$ cat config.mk
export PLATFORM = sky130hd
export DESIGN_NAME = wide_reg_bridge
export DESIGN_NICKNAME = d
export VERILOG_FILES = /design/src/rtl/wrb_pkg.sv /design/src/rtl/wrb_decode.sv /design/src/rtl/wrb_engine.sv /design/src/rtl/wrb_rdmux.sv /design/src/rtl/wide_reg_bridge.sv
export SDC_FILE = /design/constraint.sdc
export NUM_CORES = 1
export LEC_CHECK = 0
export CAP_MARGIN = 40
export CORE_ASPECT_RATIO = 1.2
export CORE_MARGIN = 2
export CORE_UTILIZATION = 40
export DETAILED_ROUTE_END_ITERATION = 12
export PLACE_DENSITY_LB_ADDON = 0.3
export SLEW_MARGIN = 20
export SYNTH_ARGS = -nofsm -noshare
export SYNTH_HDL_FRONTEND = slang
export SYNTH_SLANG_ARGS = --single-unit
$ cat constraint.sdc
create_clock -name clk -period 3.4 [get_ports clk]
set_input_delay 0.51 -clock clk [delete_from_list [all_inputs] [get_ports clk]]
set_output_delay 0.51 -clock clk [all_outputs]
set_load 0.1 [all_outputs]
$ cat src/rtl/wrb_pkg.sv
package wrb_pkg;

    typedef enum logic [1:0] {
        ST_IDLE = 2'd0,
        ST_REQ  = 2'd1,
        ST_WAIT = 2'd2
    } wrb_state_e;

    // byte offsets of the writable words, index order: upper, lower, command, clear
    localparam int unsigned N_WR = 4;
    localparam logic [N_WR-1:0][7:0] WR_OFS = {8'h18, 8'h08, 8'h04, 8'h00};
    localparam int unsigned W_HI  = 0;
    localparam int unsigned W_LO  = 1;
    localparam int unsigned W_CMD = 2;
    localparam int unsigned W_CLR = 3;

    localparam logic [7:0] OFS_STATUS = 8'h1C;
    localparam int unsigned ST_ERR_BIT  = 31;
    localparam int unsigned ST_BUSY_BIT = 0;
    localparam int unsigned CMD_DIR_BIT = 31;

endpackage

$ cat src/rtl/wrb_decode.sv
module wrb_decode
    import wrb_pkg::*;
#(
    parameter int HOST_AW = 5
) (
    input  logic               host_sel,
    input  logic               host_wr,
    input  logic [HOST_AW-1:0] host_addr,
    output logic [N_WR-1:0]    wr_strobe
);

    logic [HOST_AW-1:0] word_addr;
    logic               unused_lsb;

    assign word_addr  = {host_addr[HOST_AW-1:2], 2'b00};
    assign unused_lsb = ^host_addr[1:0];

    for (genvar g = 0; g < N_WR; g++) begin : g_strobe
        localparam logic [HOST_AW-1:0] OFS = HOST_AW'(WR_OFS[g]);
        assign wr_strobe[g] = host_sel && host_wr && (word_addr == OFS);
    end

endmodule

$ cat src/rtl/wrb_engine.sv
module wrb_engine
    import wrb_pkg::*;
#(
    parameter int REG_AW = 8
) (
    input  logic              clk,
    input  logic              rst_n,
    input  logic [N_WR-1:0]   wr_strobe,
    input  logic [31:0]       wdata,
    input  logic              req_ready,
    input  logic              rsp_valid,
    input  logic [63:0]       rsp_rdata,
    input  logic              rsp_err,
    output logic              req_valid,
    output logic              req_write,
    output logic [REG_AW-1:0] req_addr,
    output logic [63:0]       req_wdata,
    output logic [31:0]       upper,
    output logic [31:0]       lower,
    output logic              busy,
    output logic              err
);

    typedef struct packed {
        wrb_state_e        st;
        logic [31:0]       hi;
        logic [31:0]       lo;
        logic [REG_AW-1:0] addr;
        logic              wr;
        logic              err;
    } eng_t;

    eng_t eng_d, eng_q;

    always_comb begin
        eng_d = eng_q;
        unique case (eng_q.st)
            ST_IDLE: begin
                if (wr_strobe[W_HI]) eng_d.hi = wdata;
                if (wr_strobe[W_LO]) eng_d.lo = wdata;
                if (wr_strobe[W_CMD]) begin
                    eng_d.st   = ST_REQ;
                    eng_d.addr = wdata[REG_AW-1:0];
                    eng_d.wr   = wdata[CMD_DIR_BIT];
                end
            end
            ST_REQ: begin
                if (req_ready) eng_d.st = ST_WAIT;
            end
            ST_WAIT: begin
                if (rsp_valid) begin
                    eng_d.st = ST_IDLE;
                    if (rsp_err) begin
                        eng_d.err = 1'b1;
                    end else if (!eng_q.wr) begin
                        eng_d.hi = rsp_rdata[63:32];
                        eng_d.lo = rsp_rdata[31:0];
                    end
                end
            end
            default: eng_d.st = ST_IDLE;
        endcase
        if (wr_strobe[W_CMD] && (eng_q.st != ST_IDLE)) eng_d.err = 1'b1;
        if (wr_strobe[W_CLR]) begin
            eng_d.st  = ST_IDLE;
            eng_d.err = 1'b0;
        end
    end

    always_ff @(posedge clk or negedge rst_n) begin
        if (!rst_n) eng_q <= '0;
        else        eng_q <= eng_d;
    end

    assign req_valid = (eng_q.st == ST_REQ);
    assign req_write = eng_q.wr;
    assign req_addr  = eng_q.addr;
    assign req_wdata = {eng_q.hi, eng_q.lo};
    assign upper     = eng_q.hi;
    assign lower     = eng_q.lo;
    assign busy      = (eng_q.st != ST_IDLE);
    assign err       = eng_q.err;

endmodule

$ cat src/rtl/wrb_rdmux.sv
module wrb_rdmux
    import wrb_pkg::*;
#(
    parameter int HOST_AW = 5
) (
    input  logic               host_sel,
    input  logic [HOST_AW-1:0] host_addr,
    input  logic [31:0]        upper,
    input  logic [31:0]        lower,
    input  logic               busy,
    input  logic               err,
    output logic [31:0]        host_rdata
);

    localparam logic [HOST_AW-1:0] A_HI = HOST_AW'(WR_OFS[W_HI]);
    localparam logic [HOST_AW-1:0] A_LO = HOST_AW'(WR_OFS[W_LO]);
    localparam logic [HOST_AW-1:0] A_ST = HOST_AW'(OFS_STATUS);

    logic [HOST_AW-1:0] word_addr;
    logic [31:0]        status;

    assign word_addr = {host_addr[HOST_AW-1:2], 2'b00};

    always_comb begin
        status              = '0;
        status[ST_ERR_BIT]  = err;
        status[ST_BUSY_BIT] = busy;
    end

    always_comb begin
        host_rdata = '0;
        if (host_sel) begin
            if (word_addr == A_HI)      host_rdata = upper;
            else if (word_addr == A_LO) host_rdata = lower;
            else if (word_addr == A_ST) host_rdata = status;
        end
    end

endmodule

$ cat src/rtl/wide_reg_bridge.sv
module wide_reg_bridge
    import wrb_pkg::*;
#(
    parameter int HOST_AW = 5,
    parameter int REG_AW  = 8
) (
    input  logic               clk,
    input  logic               rst_n,
    input  logic               host_sel,
    input  logic               host_wr,
    input  logic [HOST_AW-1:0] host_addr,
    input  logic [31:0]        host_wdata,
    output logic [31:0]        host_rdata,
    output logic               req_valid,
    input  logic               req_ready,
    output logic               req_write,
    output logic [REG_AW-1:0]  req_addr,
    output logic [63:0]        req_wdata,
    input  logic               rsp_valid,
    input  logic [63:0]        rsp_rdata,
    input  logic               rsp_err
);

    logic [N_WR-1:0] wr_strobe;
    logic [31:0]     upper;
    logic [31:0]     lower;
    logic            busy;
    logic            err;

    wrb_decode #(.HOST_AW(HOST_AW)) i_decode (
        .host_sel  (host_sel),
        .host_wr   (host_wr),
        .host_addr (host_addr),
        .wr_strobe (wr_strobe)
    );

    wrb_engine #(.REG_AW(REG_AW)) i_engine (
        .clk       (clk),
        .rst_n     (rst_n),
        .wr_strobe (wr_strobe),
        .wdata     (host_wdata),
        .req_ready (req_ready),
        .rsp_valid (rsp_valid),
        .rsp_rdata (rsp_rdata),
        .rsp_err   (rsp_err),
        .req_valid (req_valid),
        .req_write (req_write),
        .req_addr  (req_addr),
        .req_wdata (req_wdata),
        .upper     (upper),
        .lower     (lower),
        .busy      (busy),
        .err       (err)
    );

    wrb_rdmux #(.HOST_AW(HOST_AW)) i_rdmux (
        .host_sel   (host_sel),
        .host_addr  (host_addr),
        .upper      (upper),
        .lower      (lower),
        .busy       (busy),
        .err        (err),
        .host_rdata (host_rdata)
    );

endmodule

==> out/metrics.csv <==
stage;metric;value;unit
outcome;status;finished, final reports clean;
timing;period_needed;2750;ps
worst_setup_path;cp_max_fo;15;
final_layout;antenna_cells;0;
timing;fin_skew;9.61;ps
floorplan;die_y;128;um
drt;wirelength;14400;um
drt;wl_per_cell;18.5;um
global_routing;grt_pass1_vias;4307;
cts;holdBufCountCts;0;
global_routing;antenna_found_initial;0;
run;cap_violations;0;
global_routing;grt_start_max_net_pins;46;
floorplan;die_x;107;um
yosys;synth-seq-cells;76;
floorplan;ios;214;
global_routing;grt-busiest-layer;met2;
yosys;synth_largest_area_cell;dfrtp_1;
floorplan;die_area;13600;um2
yosys;ys.flop_type;dfrtp_1;
global_routing;met3_usage;0.0480;
worst_setup_path;crit_start;host_addr[2];
drt;drt_iter0_markers;97;
timing;finalSetupTns;0;ps
cts;cts_tree;yes;
worst_setup_path;arrival;2240;ps
global_routing;grt_pass1_wl;22800;um
drt;antenna_left;0;
timing;rsz0062_at_grt;no;
floorplan;core_area;12600;um2
yosys;synth.avg_cell_area;12.7;um2
worst_setup_path;critPathTopFamily;buffers and inverters;
yosys;synth_nets;508;
timing;fin_crit_sh;0.808;
cts;cts_root_buffer;clkbuf_16;
cts;clock_sinks;76;
worst_setup_path;critPathLaunchType;input port;
floorplan;num_rows;45;
timing;worstMarginPinSlew;652;ps
worst_setup_path;worstPathRequired;2890;ps
yosys;syn_area;5090;um2
yosys;ys_seq_area_frac;0.374;
worst_setup_path;r2r_start;i_engine.eng_q[75];
drt;vias;3867;
worst_setup_path;critical_path.cell_chain;clkdlybuf4s50_1 > nor3b_4 > buf_4 > a22oi_1 > nor2b_1 > buf_12;
drt;drc;0;
global_routing;grtUsageMet1;0.253;
final_layout;syn_to_final_growth;72.3;%
worst_setup_path;critPathKind;input port to output port;
global_routing;met2_usage;0.391;
final_layout;nets;721;
yosys;synth_top_area_frac;0.374;
cts;clockBufferDepth;2;
yosys;synthArstFlopShare;1.00;
placed_design;portBuffers;211;
global_routing;grt_use_total;0.216;
placed_design;dp_hpwl;11000;um
yosys;yosysUniqueCellTypes;29;
yosys;ys_warn_count;0;
yosys;synthTopCellsByArea;dfrtp_1 (37%), mux2_4 (22%), mux2_2 (13%), buf_4 (11%), a22oi_1 (4.6%);
cts;clk_latency;330;ps
timing;setup_viol;0;
cts;cts-buffers-inserted;9;
timing;final_hold_viol_count;0;
worst_setup_path;critPathBufInv;3;
worst_setup_path;cp-end-kind;output port;
cts;htreeDepth;3;
worst_setup_path;cpMaxStageDelayCell;clkdlybuf4s50_1;
timing;slew-limit-headroom;0.564;
drt;dr.pass1.iters;5;
yosys;netlist_instances;400;
cts;post_cts_resized;0;
worst_hold_path;hold_class;input port to async pin;
timing;timing.fmax;364;MHz
drt;avgViaCountPerCell;4.95;
yosys;synth_top_cells_by_count;dfrtp_1 (76), mux2_4 (76), buf_4 (75);
floorplan;initial_core_util;0.405;
global_routing;grt_overflow_total;0;
cts;clkTransAtPathRegs;70;ps
final_layout;drive_gt1_frac;0.448;
timing;drv_slew;0;
worst_setup_path;slowest_delay;600;ps
placed_design;gp_congestion;0.792;
cts;cts_setup_buffers;0;
yosys;synth-edff-count;0;
## worst paths after layout
| path | to | depth (start not counted) | slack [ps] |
|---|---|---|---|
| setup reg to reg | i_engine.upper[14] | 4 | 1180 |
| max in group asynchronous | i_engine.upper[18] | 2 | 2710 |
| hold reg to reg | i_engine.req_addr[1] | 1 | 510 |
| setup / recovery | host_rdata[26] | 6 | 650 |
| min in group clk | i_engine.req_addr[1] | 1 | 510 |
| hold / removal | i_engine.lower[3] | 1 | 120 |
## cell usage in the layout (no fill, tap or decap), types with 2 or more instances in the layout
cell and count:
dfrtp_1 76, o21ai_0 5, a32o_2 2, bufinv_16 3, mux2_4 76, mux2_1 2, a21oi_1 2, buf_16 17
nor2b_1 31, buf_8 57, a22oi_1 31, clkbuf_16 9, buf_4 13, nor2_1 4, clkdlybuf4s50_1 177, mux2_2 59
buf_12 33, inv_1 3
## flip-flops by register name (all words and copies together) (netlist names)
register	flops
i_engine.lower	32
i_engine.upper	32
i_engine.req_addr	8
i_engine.eng_q	2
i_engine.err	1
i_engine.req_write	1
## worst register-to-register path: cells and delay by family (launching register included)
kind	cells	cell delay [ps]
buf+inv	1	390
simple gates	1	610
flops	1	460
mux	2	650
## per-layer routing
metal  vias up  share of wire
met5         -              0
met1      1892           0.38
met4         0          0.020
met2       164           0.53
met3        27          0.066
li1       1784              -
## final cells by class
class,count,area (um2)
Sequential cell,76,1900
Multi-Input combinational cell,226,2450
Fill cell,824,3780
Inverter,3,11.3
Tap cell,164,205
Clock inverter,6,111
Timing Repair Buffer,297,3850
Clock buffer,10,239
## cells by family (layout without fill, tap and decap cells)
| logic type | count (synthesis) | in the layout | share of synthesized area |
|---|---|---|---|
| compound gates | 43 | 43 | 0.0617 |
| simple gates | 46 | 46 | 0.0565 |
| flops | 76 | 76 | 0.374 |
| mux | 137 | 137 | 0.359 |
| buf+inv | 98 | 316 | 0.149 |
## through the flow
stage | cells | utilization | instance area [um2] | hold WS (ps) | setup WS (ps)
3_3_place_gp | 692 | 0.565 | 7100 | 491 | 719
4_1_cts | 782 | 0.699 | 8770 | 133 | 622
6_report | 782 | 0.699 | 8770 | 118 | 652
2_1_floorplan | 400 | - | 5090 | 214 | 290
3_5_place_dp | 766 | 0.671 | 8420 | 483 | 638
5_1_grt | 782 | 0.699 | 8770 | 145 | 536
Power is left out: the tool's default activity adds up to more than one toggle a clock period on the data nets, which glitch-free logic cannot reach.
